--- config.mk ---
export PLATFORM = sky130hd
export DESIGN_NAME = sdh_frame_aligner
export DESIGN_NICKNAME = d
export VERILOG_FILES = /design/src/rtl/sdh_fa_pkg.sv /design/src/rtl/sdh_fa_pattern.sv /design/src/rtl/sdh_fa_bip.sv /design/src/rtl/sdh_frame_aligner.sv
export SDC_FILE = /design/constraint.sdc
export NUM_CORES = 1
export LEC_CHECK = 0
export CAP_MARGIN = 20
export CORE_UTILIZATION = 25
export CTS_CLUSTER_DIAMETER = 80
export DETAILED_ROUTE_END_ITERATION = 8
export GPL_TIMING_DRIVEN = 0
export PLACE_DENSITY = 0.5
export SYNTH_ARGS = -nofsm -noshare
export SYNTH_HDL_FRONTEND = slang
export SYNTH_SLANG_ARGS = --single-unit
--- constraint.sdc ---
create_clock -name clk -period 3.4 [get_ports clk]
set_input_delay 0.34 -clock clk [delete_from_list [all_inputs] [get_ports clk]]
set_output_delay 0.34 -clock clk [all_outputs]
set_load 0.02 [all_outputs]
--- src/rtl/sdh_fa_pkg.sv ---
`timescale 1ns/1ps
package sdh_fa_pkg;

    typedef enum logic [1:0] {
        ST_HUNT    = 2'd0,
        ST_PRESYNC = 2'd1,
        ST_SYNC    = 2'd2
    } fa_state_e;

    // number of set bits in a parity difference
    function automatic logic [3:0] lane_weight(input logic [7:0] v);
        logic [3:0] w;
        w = 4'd0;
        for (int i = 0; i < 8; i++) begin
            w = w + {3'd0, v[i]};
        end
        return w;
    endfunction

endpackage

--- src/rtl/sdh_fa_pattern.sv ---
`timescale 1ns/1ps
module sdh_fa_pattern #(
    parameter int          N_A = 3,
    parameter logic [7:0]  A1  = 8'hF6,
    parameter logic [7:0]  A2  = 8'h28
) (
    input  logic       clk,
    input  logic       rst_n,
    input  logic       vld_i,
    input  logic [7:0] byte_i,
    output logic       match_o
);
    localparam int LEN  = 2 * N_A;
    localparam int HIST = LEN - 1;

    logic [7:0] hist_q [HIST];
    logic [7:0] hist_d [HIST];

    always_comb begin
        for (int k = 0; k < HIST; k++) begin
            hist_d[k] = hist_q[k];
        end
        if (vld_i) begin
            hist_d[0] = byte_i;
            for (int k = 1; k < HIST; k++) begin
                hist_d[k] = hist_q[k-1];
            end
        end
    end

    // hist_q[k] is the byte accepted k+1 valid cycles ago
    always_comb begin
        match_o = vld_i && (byte_i == A2);
        for (int k = 0; k < HIST; k++) begin
            if ((LEN - 2 - k) < N_A) begin
                if (hist_q[k] != A1) match_o = 1'b0;
            end else begin
                if (hist_q[k] != A2) match_o = 1'b0;
            end
        end
    end

    always_ff @(posedge clk or negedge rst_n) begin
        if (!rst_n) begin
            for (int k = 0; k < HIST; k++) hist_q[k] <= 8'h00;
        end else begin
            for (int k = 0; k < HIST; k++) hist_q[k] <= hist_d[k];
        end
    end
endmodule

--- src/rtl/sdh_fa_bip.sv ---
`timescale 1ns/1ps
module sdh_fa_bip (
    input  logic       clk,
    input  logic       rst_n,
    input  logic       vld_i,
    input  logic       start_i,
    input  logic [7:0] byte_i,
    output logic [7:0] parity_o
);
    typedef struct packed {
        logic [7:0] acc;
        logic [7:0] prev;
    } bip_regs_t;

    bip_regs_t r_q, r_d;

    always_comb begin
        r_d = r_q;
        if (vld_i) begin
            if (start_i) begin
                r_d.prev = r_q.acc;
                r_d.acc  = byte_i;
            end else begin
                r_d.acc  = r_q.acc ^ byte_i;
            end
        end
    end

    always_ff @(posedge clk or negedge rst_n) begin
        if (!rst_n) r_q <= '0;
        else        r_q <= r_d;
    end

    assign parity_o = r_q.prev;
endmodule

--- src/rtl/sdh_frame_aligner.sv ---
`timescale 1ns/1ps
module sdh_frame_aligner #(
    parameter int         ROWS        = 9,
    parameter int         COLS        = 270,
    parameter int         N_A         = 3,
    parameter logic [7:0] A1          = 8'hF6,
    parameter logic [7:0] A2          = 8'h28,
    parameter int         LOCK_HITS   = 2,
    parameter int         LOSS_MISSES = 4,
    parameter int         B1_ROW      = 1,
    parameter int         B1_COL      = 0
) (
    input  logic                     clk,
    input  logic                     rst_n,
    input  logic                     vld_i,
    input  logic [7:0]               byte_i,
    output logic [7:0]               data_o,
    output logic                     vld_o,
    output logic [$clog2(ROWS)-1:0]  row_o,
    output logic [$clog2(COLS)-1:0]  col_o,
    output logic                     sof_o,
    output logic                     in_frame_o,
    output logic [3:0]               b1_err_o,
    output logic                     b1_vld_o
);
    import sdh_fa_pkg::*;

    localparam int ROW_W   = $clog2(ROWS);
    localparam int COL_W   = $clog2(COLS);
    localparam int CNT_MAX = (LOCK_HITS > LOSS_MISSES) ? LOCK_HITS : LOSS_MISSES;
    localparam int CNT_W   = $clog2(CNT_MAX + 1);
    localparam logic [COL_W-1:0] MARK_COL = COL_W'(2 * N_A - 1);
    localparam logic [COL_W-1:0] LAST_COL = COL_W'(COLS - 1);
    localparam logic [ROW_W-1:0] LAST_ROW = ROW_W'(ROWS - 1);
    localparam logic [ROW_W-1:0] PAR_ROW  = ROW_W'(B1_ROW);
    localparam logic [COL_W-1:0] PAR_COL  = COL_W'(B1_COL);
    localparam logic [CNT_W-1:0] HIT_LIM  = CNT_W'(LOCK_HITS);
    localparam logic [CNT_W-1:0] MISS_LIM = CNT_W'(LOSS_MISSES);

    typedef struct packed {
        fa_state_e        st;
        logic [CNT_W-1:0] cnt;
        logic [ROW_W-1:0] row;
        logic [COL_W-1:0] col;
        logic             full;
        logic             ok;
        logic [7:0]       data;
        logic             vld;
        logic [ROW_W-1:0] orow;
        logic [COL_W-1:0] ocol;
        logic             sof;
        logic [3:0]       err;
        logic             err_vld;
    } fa_regs_t;

    fa_regs_t r_q, r_d;

    logic             match;
    logic [7:0]       prev_parity;
    logic [ROW_W-1:0] cur_row;
    logic [COL_W-1:0] cur_col;
    logic             at_mark;
    logic             at_start;
    logic [CNT_W-1:0] cnt_inc;

    sdh_fa_pattern #(.N_A(N_A), .A1(A1), .A2(A2)) i_pattern (
        .clk     (clk),
        .rst_n   (rst_n),
        .vld_i   (vld_i),
        .byte_i  (byte_i),
        .match_o (match)
    );

    sdh_fa_bip i_bip (
        .clk      (clk),
        .rst_n    (rst_n),
        .vld_i    (vld_i),
        .start_i  (at_start),
        .byte_i   (byte_i),
        .parity_o (prev_parity)
    );

    // position of the byte at the input, realigned when hunting finds a word
    always_comb begin
        if (r_q.st == ST_HUNT && match) begin
            cur_row = '0;
            cur_col = MARK_COL;
        end else begin
            cur_row = r_q.row;
            cur_col = r_q.col;
        end
        at_mark  = (cur_row == '0) && (cur_col == MARK_COL);
        at_start = (cur_row == '0) && (cur_col == '0);
        cnt_inc  = r_q.cnt + 1'b1;
    end

    always_comb begin
        r_d         = r_q;
        r_d.vld     = vld_i;
        r_d.sof     = 1'b0;
        r_d.err_vld = 1'b0;
        if (vld_i) begin
            r_d.data = byte_i;
            r_d.orow = cur_row;
            r_d.ocol = cur_col;
            r_d.sof  = at_start;
            if (cur_col == LAST_COL) begin
                r_d.col = '0;
                r_d.row = (cur_row == LAST_ROW) ? '0 : cur_row + 1'b1;
            end else begin
                r_d.col = cur_col + 1'b1;
                r_d.row = cur_row;
            end

            unique case (r_q.st)
                ST_HUNT: begin
                    if (match) begin
                        r_d.st  = ST_PRESYNC;
                        r_d.cnt = CNT_W'(1);
                    end
                end
                ST_PRESYNC: begin
                    if (at_mark) begin
                        if (!match) begin
                            r_d.st = ST_HUNT;
                        end else if (cnt_inc >= HIT_LIM) begin
                            r_d.st  = ST_SYNC;
                            r_d.cnt = '0;
                        end else begin
                            r_d.cnt = cnt_inc;
                        end
                    end
                end
                ST_SYNC: begin
                    if (at_mark) begin
                        if (match) begin
                            r_d.cnt = '0;
                        end else if (cnt_inc >= MISS_LIM) begin
                            r_d.st = ST_HUNT;
                        end else begin
                            r_d.cnt = cnt_inc;
                        end
                    end
                end
                default: r_d.st = ST_HUNT;
            endcase

            // arm the parity compare only for frames that ran fully in lock
            if (at_start) begin
                r_d.ok   = r_q.full && (r_q.st == ST_SYNC);
                r_d.full = (r_q.st == ST_SYNC);
            end
            if (r_q.st == ST_SYNC && r_q.ok && cur_row == PAR_ROW && cur_col == PAR_COL) begin
                r_d.err_vld = 1'b1;
                r_d.err     = lane_weight(prev_parity ^ byte_i);
            end
            if (r_d.st != ST_SYNC) begin
                r_d.full = 1'b0;
                r_d.ok   = 1'b0;
            end
        end
    end

    always_ff @(posedge clk or negedge rst_n) begin
        if (!rst_n) begin
            r_q    <= '0;
            r_q.st <= ST_HUNT;
        end else begin
            r_q    <= r_d;
        end
    end

    assign data_o     = r_q.data;
    assign vld_o      = r_q.vld;
    assign row_o      = r_q.orow;
    assign col_o      = r_q.ocol;
    assign sof_o      = r_q.sof;
    assign in_frame_o = (r_q.st == ST_SYNC);
    assign b1_err_o   = r_q.err;
    assign b1_vld_o   = r_q.err_vld;
endmodule

==> qor.csv, run 1 <==
stage,metric,value,unit
floorplanning,initial_core_util,25.92,%
timing,finalHoldViolCount,0,
global_routing,gr-total-overflow,0,
worst_setup_path,arrival,3.50,ns
route,ant_nets,0,
synth,synthTopCellsByCount,"dfrtp_1, nand2_1, mux2_2",
timing,rsz0062_at_grt,yes,
worst_setup_path,crit_type,reg2reg,
floorplanning,ioPinCount,40,
floorplanning,die-area,20220,sq um
worst_setup_path,cp.required,3.65,ns
clock_tree,cts_tree,yes,
placement,gp_congestion,0.7992,
pwr,p_leak,2.874,nW
route,num_vias,3527,
clock_tree,cts_max_level,3,
cells_and_area,insertedDiodeCount,0,
cells_and_area,finalNetCount,562,
synth,synth.area.top_cells,"dfrtp_1, mux2_2, nand2_1",
timing,drv_slew,0,
clock_tree,postCtsHoldBufs,0,
synth,yosysMostFrequentCell,dfrtp_1,
route,drc,0,
floorplanning,coreArea,18960,sq um
synth,ys_ff_latch,96,
floorplanning,die_x,142.2,microns
placement,place_hpwl,8111,microns
synth,async_flop_share,100.0,%
timing,timing.hold.ws,0.05929,ns
route,via_per_inst,4.431,
global_routing,grt_first_pass_wirelength,19070,microns
global_routing,grt_max_degree,54,
pwr,vdd_drop_max,0.2539,mV
global_routing,grt_pass1_vias,3579,
timing,fin_crit_sh,95.76,%
synth,syn-mean-instance-area,10.61,sq um
worst_setup_path,path_max_fanout,8,
cells_and_area,stdcell_area,6264,sq um
synth,synth-edff-count,0,
route,routedWlPerCell,14.21,microns
timing,max_freq,307.2,MHz
worst_setup_path,critPathMostFrequentCell,nand4_4,
synth,ys_warn_count,0,
route,drt_iter0_drc,178,
flow_run,maxCapViolCount,0,
worst_setup_path,crit_path_start_kind,flop,
floorplanning,rows,50,
timing,worstMarginPinSlew,0.7424,ns
clock_tree,numCtsBuffers,9,
placement,portBuffers,39,
worst_setup_path,worst_setup_path_end_kind,flop,
cells_and_area,fillers,1945,
placement,place_area,5654,sq um
worst_setup_path,slowest_stage,or4b_4,
cells_and_area,areaGrowthSynthToFinish,27.48,%
floorplanning,fp.dieH,142.2,microns
clock_tree,root_buffer,clkbuf_16,
timing,final-setup-viol-count,0,
timing,finClkSkew,0.005385,ns
clock_tree,clock_sinks,96,
cells_and_area,final_util,33.04,%
synth,synth.distinct_cells,57,
timing,relSlewSlack,50.51,%
pwr,power,3.921,mW
clock_tree,clk_pin_slew_worst_paths,0.07,ns
synth,yosysTopAreaCell,dfrtp_1,
pwr,power.density,626.0,nW/um^2
synth,syn_nets,493,
synth,syn_inst,463,
synth,ys.flop_type,dfrtp_1,
worst_setup_path,path_cells,or4b_4 > nor4_4 > buf_4 > nand4_4 > buf_8 > nand2_8 > ha_4 > and2_4 > nand4_4 > clkinvlp_4 > o21ai_1 > a211o_1 > nor2b_1 > o32ai_1,
cells_and_area,layout-drive-gt1-share,25.19,%
timing,fin_crit,3.256,ns
route,wirelength,11310,microns
hold_path,hold_path_class,in2async,
clock_tree,clkLatencyLatePin,0.35,ns
worst_setup_path,slowest_delay,0.54,ns
clock_tree,clock_tree.buffer_depth,2,
synth,yosysSeqAreaShare,48.89,%
status,status,"complete, no violations",
timing,finalSetupTns,0,ns
synth,synth_top_cell_area_share,48.89,%
synth,syn_area,4913,sq um
global_routing,antenna_found_initial,0,
route,first_pass_iters,4,
global_routing,grt_usage,12.28,%
## worst paths after layout
| path | startpoint | end | slack, ns | cells past startpoint |
|---|---|---|---|---|
| max | data_o[2] | r_q[28] | 0.14 | 14 |
| min | rst_n | r_q[44] | 0.06 | 1 |
| max reg2reg | data_o[2] | r_q[28] | 0.14 | 14 |
| min reg2reg | i_bip.r_q[15] | i_bip.parity_o[7] | 0.47 | 2 |
| max in group asynchronous | rst_n | i_pattern.hist_q[30] | 2.67 | 2 |
| min in group clk | i_bip.r_q[15] | i_bip.parity_o[7] | 0.47 | 2 |
## state kept, by name, summed over array words and instances, names as in the netlist
| register | count |
|---|---|
| b1_err_o | 4 |
| b1_vld_o | 1 |
| col_o | 9 |
| data_o | 8 |
| i_bip.parity_o | 8 |
| i_bip.r_q | 8 |
| i_pattern.hist_q | 32 |
| r_q | 20 |
| row_o | 4 |
| sof_o | 1 |
| vld_o | 1 |
## stage by stage
stage | worst slack (ns) | instances
after global routing | -0.02871 | 796
after detailed placement | -0.8952 | 763
after global placement | -1.806 | 762
after floorplan | 0.1862 | 463
final | 0.1443 | 796
after CTS | 0.003120 | 783
## cell type report
type	count	area (sq um)	share of cell area (%)
Buffer	45	296.5	4.734
Clock buffer	11	242.7	3.875
Clock inverter	4	52.55	0.8390
Inverter	35	135.1	2.157
Multi-Input combinational cell	287	2266	36.18
Sequential cell	96	2402	38.35
Tap cell	260	325.3	5.194
Timing Repair Buffer	58	543.0	8.670
## layer usage
layer  vias up  global-route usage [%]  wire length (microns)
met4         0                   4.867                    170
met1      1756                   16.24                   5387
met3        12                   2.490                    327
met5         -                       0                      0
met2        51                   19.61                   5421
li1       1708                       -                      -
## logic make-up (layout without fill, tap and decap cells)
| logic type | count (synthesis) | after routing | share of synthesized area, % |
|---|---|---|---|
| flops | 96 | 96 | 48.89 |
| compound gates | 74 | 74 | 9.855 |
| mux | 40 | 40 | 9.116 |
| buf+inv | 80 | 153 | 8.353 |
| xor+xnor | 18 | 18 | 3.209 |
| fa+ha+maj | 19 | 19 | 5.450 |
| simple gates | 136 | 136 | 15.13 |
## placed cells by master (no fill, tap or decap), types with 3 or more instances in the layout
master,instances
a21o_1,9
a21oi_1,10
a22o_1,3
a31oi_1,4
and3_1,6
buf_1,5
buf_2,3
buf_4,45
clkbuf_1,9
clkbuf_16,9
clkdlybuf4s50_1,32
dfrtp_1,96
dlygate4sd2_1,6
fa_1,4
ha_1,11
inv_1,32
mux2_2,36
nand2_1,62
nand3_1,13
nand4_1,4
nand4b_1,3
nor2_1,9
nor3_1,5
o21ai_0,25
o21ai_1,4
o2bb2ai_1,3
o41ai_1,3
xor2_1,14
xor2_2,3
## critical path: cells and delay by family (launching register included)
kind            cells  cell delay [ns]
buf+inv             3             0.54
flops               1             0.39
fa+ha+maj           1             0.12
compound gates      3             0.58
simple gates        7             1.52
## report_power, final
group          switching, mW  total (mW)  leakage [nW]  internal, mW
logic                  0.655        1.31          1.53         0.658
clock network          0.440        1.03         0.146         0.589
registers              0.189        1.58          1.20          1.39
total                   1.28        3.92          2.87          2.64
## what timing repair did
item | in CTS | in global routing
pin swaps | 9 | 11
setup buffers | 5 | 13
gates resized for setup | 26 | 20
endpoints found under the setup margin | 10 | 9
No activity file was read; power rests on OpenSTA's default activity.
==> run 2: changes to the inputs <==
--- a/config.mk
+++ b/config.mk
@@ -10,7 +10,7 @@
 export CTS_CLUSTER_DIAMETER = 80
 export DETAILED_ROUTE_END_ITERATION = 8
 export GPL_TIMING_DRIVEN = 0
-export PLACE_DENSITY = 0.5
+export PLACE_DENSITY = 0.44
 export SYNTH_ARGS = -nofsm -noshare
 export SYNTH_HDL_FRONTEND = slang
 export SYNTH_SLANG_ARGS = --single-unit
==> constraint.sdc (replaced) <==
create_clock -name clk -period 3.4 [get_ports clk]
set_input_delay 0.68 -clock clk [delete_from_list [all_inputs] [get_ports clk]]
set_output_delay 0.68 -clock clk [all_outputs]
set_load 0.02 [all_outputs]
==> run 2 against run 1 <==
Power rose by 5.3%. Cell count rose by 1.9%. Worst hold slack gained 0.20 ns. Critical path depth up 1. Die area did not move. Via count rose by 2.4%. Non-clock buffer count is 15 higher. Maximum frequency down 1.5%. Combinational power up 4%. Core utilization rose by 0.79 points. Sequential cell count is the same. Critical path type is now in2reg. Critical endpoint is now r_q[44].
==> qor.csv, run 2 (synthesized netlist as in run 1, its figures left out) <==
stage,metric,value,unit,change
status,status,"complete, no violations",,
timing,layout_setup_ws,0.09425,ns,-0.05001 ns
route,via_per_inst,4.451,,+0.46%
timing,worstMarginPinSlew,0.7125,ns,-0.02981 ns
floorplanning,die-area,20220,sq um,unchanged
worst_setup_path,worst_setup_path_end_kind,flop,,
clock_tree,clkLatencyLatePin,0.36,ns,about the same
worst_setup_path,rr_startpoint,data_o[2],,
floorplanning,coreArea,18960,sq um,unchanged
pwr,power.density,644.0,nW/um^2,+2.9%
clock_tree,cts_tree,yes,,
floorplanning,fp.dieH,142.2,microns,unchanged
clock_tree,clock_sinks,96,,unchanged
floorplanning,initial_core_util,25.92,%,unchanged
timing,max_freq,302.5,MHz,-1.5%
route,routedWlPerCell,15.02,microns,+5.8%
cells_and_area,areaGrowthSynthToFinish,30.53,%,
timing,finClkSkew,0.01179,ns,+0.006407 ns
global_routing,antenna_found_initial,0,,unchanged
cells_and_area,largest-register,i_pattern.hist_q,,
timing,fin_crit_sh,97.23,%,+1.5 points
worst_setup_path,cp.required,3.65,ns,about the same
worst_setup_path,crit_path_start_kind,primary input,,
placement,portBuffers,39,,unchanged
route,ant_nets,0,,unchanged
pwr,vdd_drop_max,0.3445,mV,+36%
clock_tree,cts_max_level,3,,unchanged
timing,fin_crit,3.306,ns,+0.05001 ns
placement,gp_congestion,0.8197,,+2.6%
global_routing,gr-total-overflow,0,,unchanged
global_routing,grt_pass1_vias,3772,,+5.4%
worst_setup_path,arrival,3.56,ns,+0.06 ns
cells_and_area,seq_area,2404,sq um,about the same
timing,rsz0062_at_grt,yes,,
placement,pre_cts_slack,-1.115,ns,-0.2195 ns
cells_and_area,insertedDiodeCount,0,,unchanged
worst_setup_path,crit_path_start,byte_i[6],,
placement,place_hpwl,8389,microns,+3.4%
flow_run,maxCapViolCount,0,,unchanged
timing,drv_slew,0,,unchanged
timing,timing.hold.ws,0.2610,ns,+0.2017 ns
worst_setup_path,path_max_fanout,7,,-1
cells_and_area,fillers,1921,,-1.2%
cells_and_area,finalNetCount,577,,+2.7%
global_routing,grt_first_pass_wirelength,20230,microns,+6.1%
cells_and_area,largest_reg_flops,32,,unchanged
clock_tree,numCtsBuffers,9,,unchanged
cells_and_area,final_util,33.84,%,+0.79 points
route,num_vias,3610,,+2.4%
route,wirelength,12180,microns,+7.7%
global_routing,grt_max_degree,69,,+28%
clock_tree,clk_pin_slew_worst_paths,0.07,ns,about the same
cells_and_area,layout-drive-gt1-share,29.22,%,+4.0 points
worst_setup_path,reg2reg_to,r_q[44],,
worst_setup_path,reg2reg_slack,0.12,ns,-0.02 ns
route,drc,0,,unchanged
cells_and_area,final_common_cell,dfrtp_1,,
cells_and_area,multi_input_area,2262,sq um,-0.17%
hold_path,hold_path_class,in2async,,
floorplanning,ioPinCount,40,,unchanged
floorplanning,die_x,142.2,microns,unchanged
pwr,p_leak,2.985,nW,+3.9%
route,drt_iter0_drc,212,,+19%
worst_setup_path,ff2ff_path_depth,14,,unchanged
timing,relSlewSlack,52.50,%,+2.0 points
cells_and_area,layout_common_cells,"dfrtp_1, nand2_1, buf_4",,
worst_setup_path,crit_end,r_q[44],,
clock_tree,clock_tree.buffer_depth,2,,unchanged
timing,final-setup-viol-count,0,,unchanged
clock_tree,root_buffer,clkbuf_16,,
floorplanning,rows,50,,unchanged
route,first_pass_iters,4,,unchanged
timing,finalHoldViolCount,0,,unchanged
worst_setup_path,crit_type,in2reg,,
global_routing,grt_usage,13.09,%,+0.81 points
==> run 2: cell count changes in the layout (fill, tap and decap cells not counted), moves of 2 or more <==
cell and delta:
dlymetal6s2s_1 +2, buf_2 +2, nor2_1 -3, nor2_2 +2, clkdlybuf4s50_1 -3, bufinv_16 +2, buf_4 +15, clkbuf_2 +3
nor3_4 -2, dlygate4sd2_1 -6
==> run 2: where the power goes <==
part	switching, mW	internal, mW	leakage [nW]
sequential	0.192	1.39	1.20
clock	0.448	0.741	0.168
combinational	0.678	0.682	1.62
total	1.32	2.81	2.99
==> run 2: layout make-up <==
cell class	instances	share of cell area, %
clock inverter	4	1.580
multi-input combinational	287	35.27
clock buffer	11	3.785
timing repair buffer	73	10.07
inverter	35	2.126
buffer	45	4.623
sequential	96	37.48
tap	260	5.072
==> run 2: worst max-delay path: stages <==
cell and delay, ns:
buf_6 0.11, or4b_4 0.55, nor4_4 0.21, nand4_2 0.17
nor2_2 0.17, buf_6 0.13, nor2_4 0.04, inv_2 0.07
ha_4 0.13, and2_4 0.15, nand4_4 0.15, o21a_1 0.24
o32ai_2 0.26, nand3_2 0.12, o41ai_2 0.36
==> run 2: how the worst min path moves through the flow <==
| stage | startpoint | end | slack [ns] | cells past startpoint |
|---|---|---|---|---|
| after CTS | rst_n | col_o[3] | 0.26 | 1 |
| final | rst_n | col_o[3] | 0.26 | 1 |
| after global placement | i_bip.r_q[14] | i_bip.parity_o[6] | 0.45 | 2 |
| after detailed placement | i_bip.r_q[14] | i_bip.parity_o[6] | 0.46 | 2 |
| after floorplan | rst_n | b1_err_o[0] | 0.38 | 0 |
| after global routing | rst_n | col_o[8] | 0.28 | 1 |
==> run 2: through the flow <==
step	instance area (sq um)	total power, mW	setup TNS (ns)	instances
after CTS	6269	4.137	-0.02646	802
after detailed placement	5672	2.869	-28.13	763
after global routing	6414	4.461	-0.08809	811
final	6414	4.131	0	811
after floorplan	4931	2.465	0	463
after global placement	5647	2.831	-234.15	762
==> run 2: timing repair <==
action | CTS | global route
pin swaps | 16 | 17
buffers inserted | 24 | 11
hold buffers | 0 | 0
endpoints found under the setup margin | 40 | 8
resized for setup | 36 | 31
==> run 2: metal layers <==
layer	wire length (microns)	global-route usage, %	vias up
met4	142	3.679	0
met3	450	3.769	12
met1	5938	17.16	1787
met2	5652	20.90	71
met5	0	0	-
li1	-	-	1740
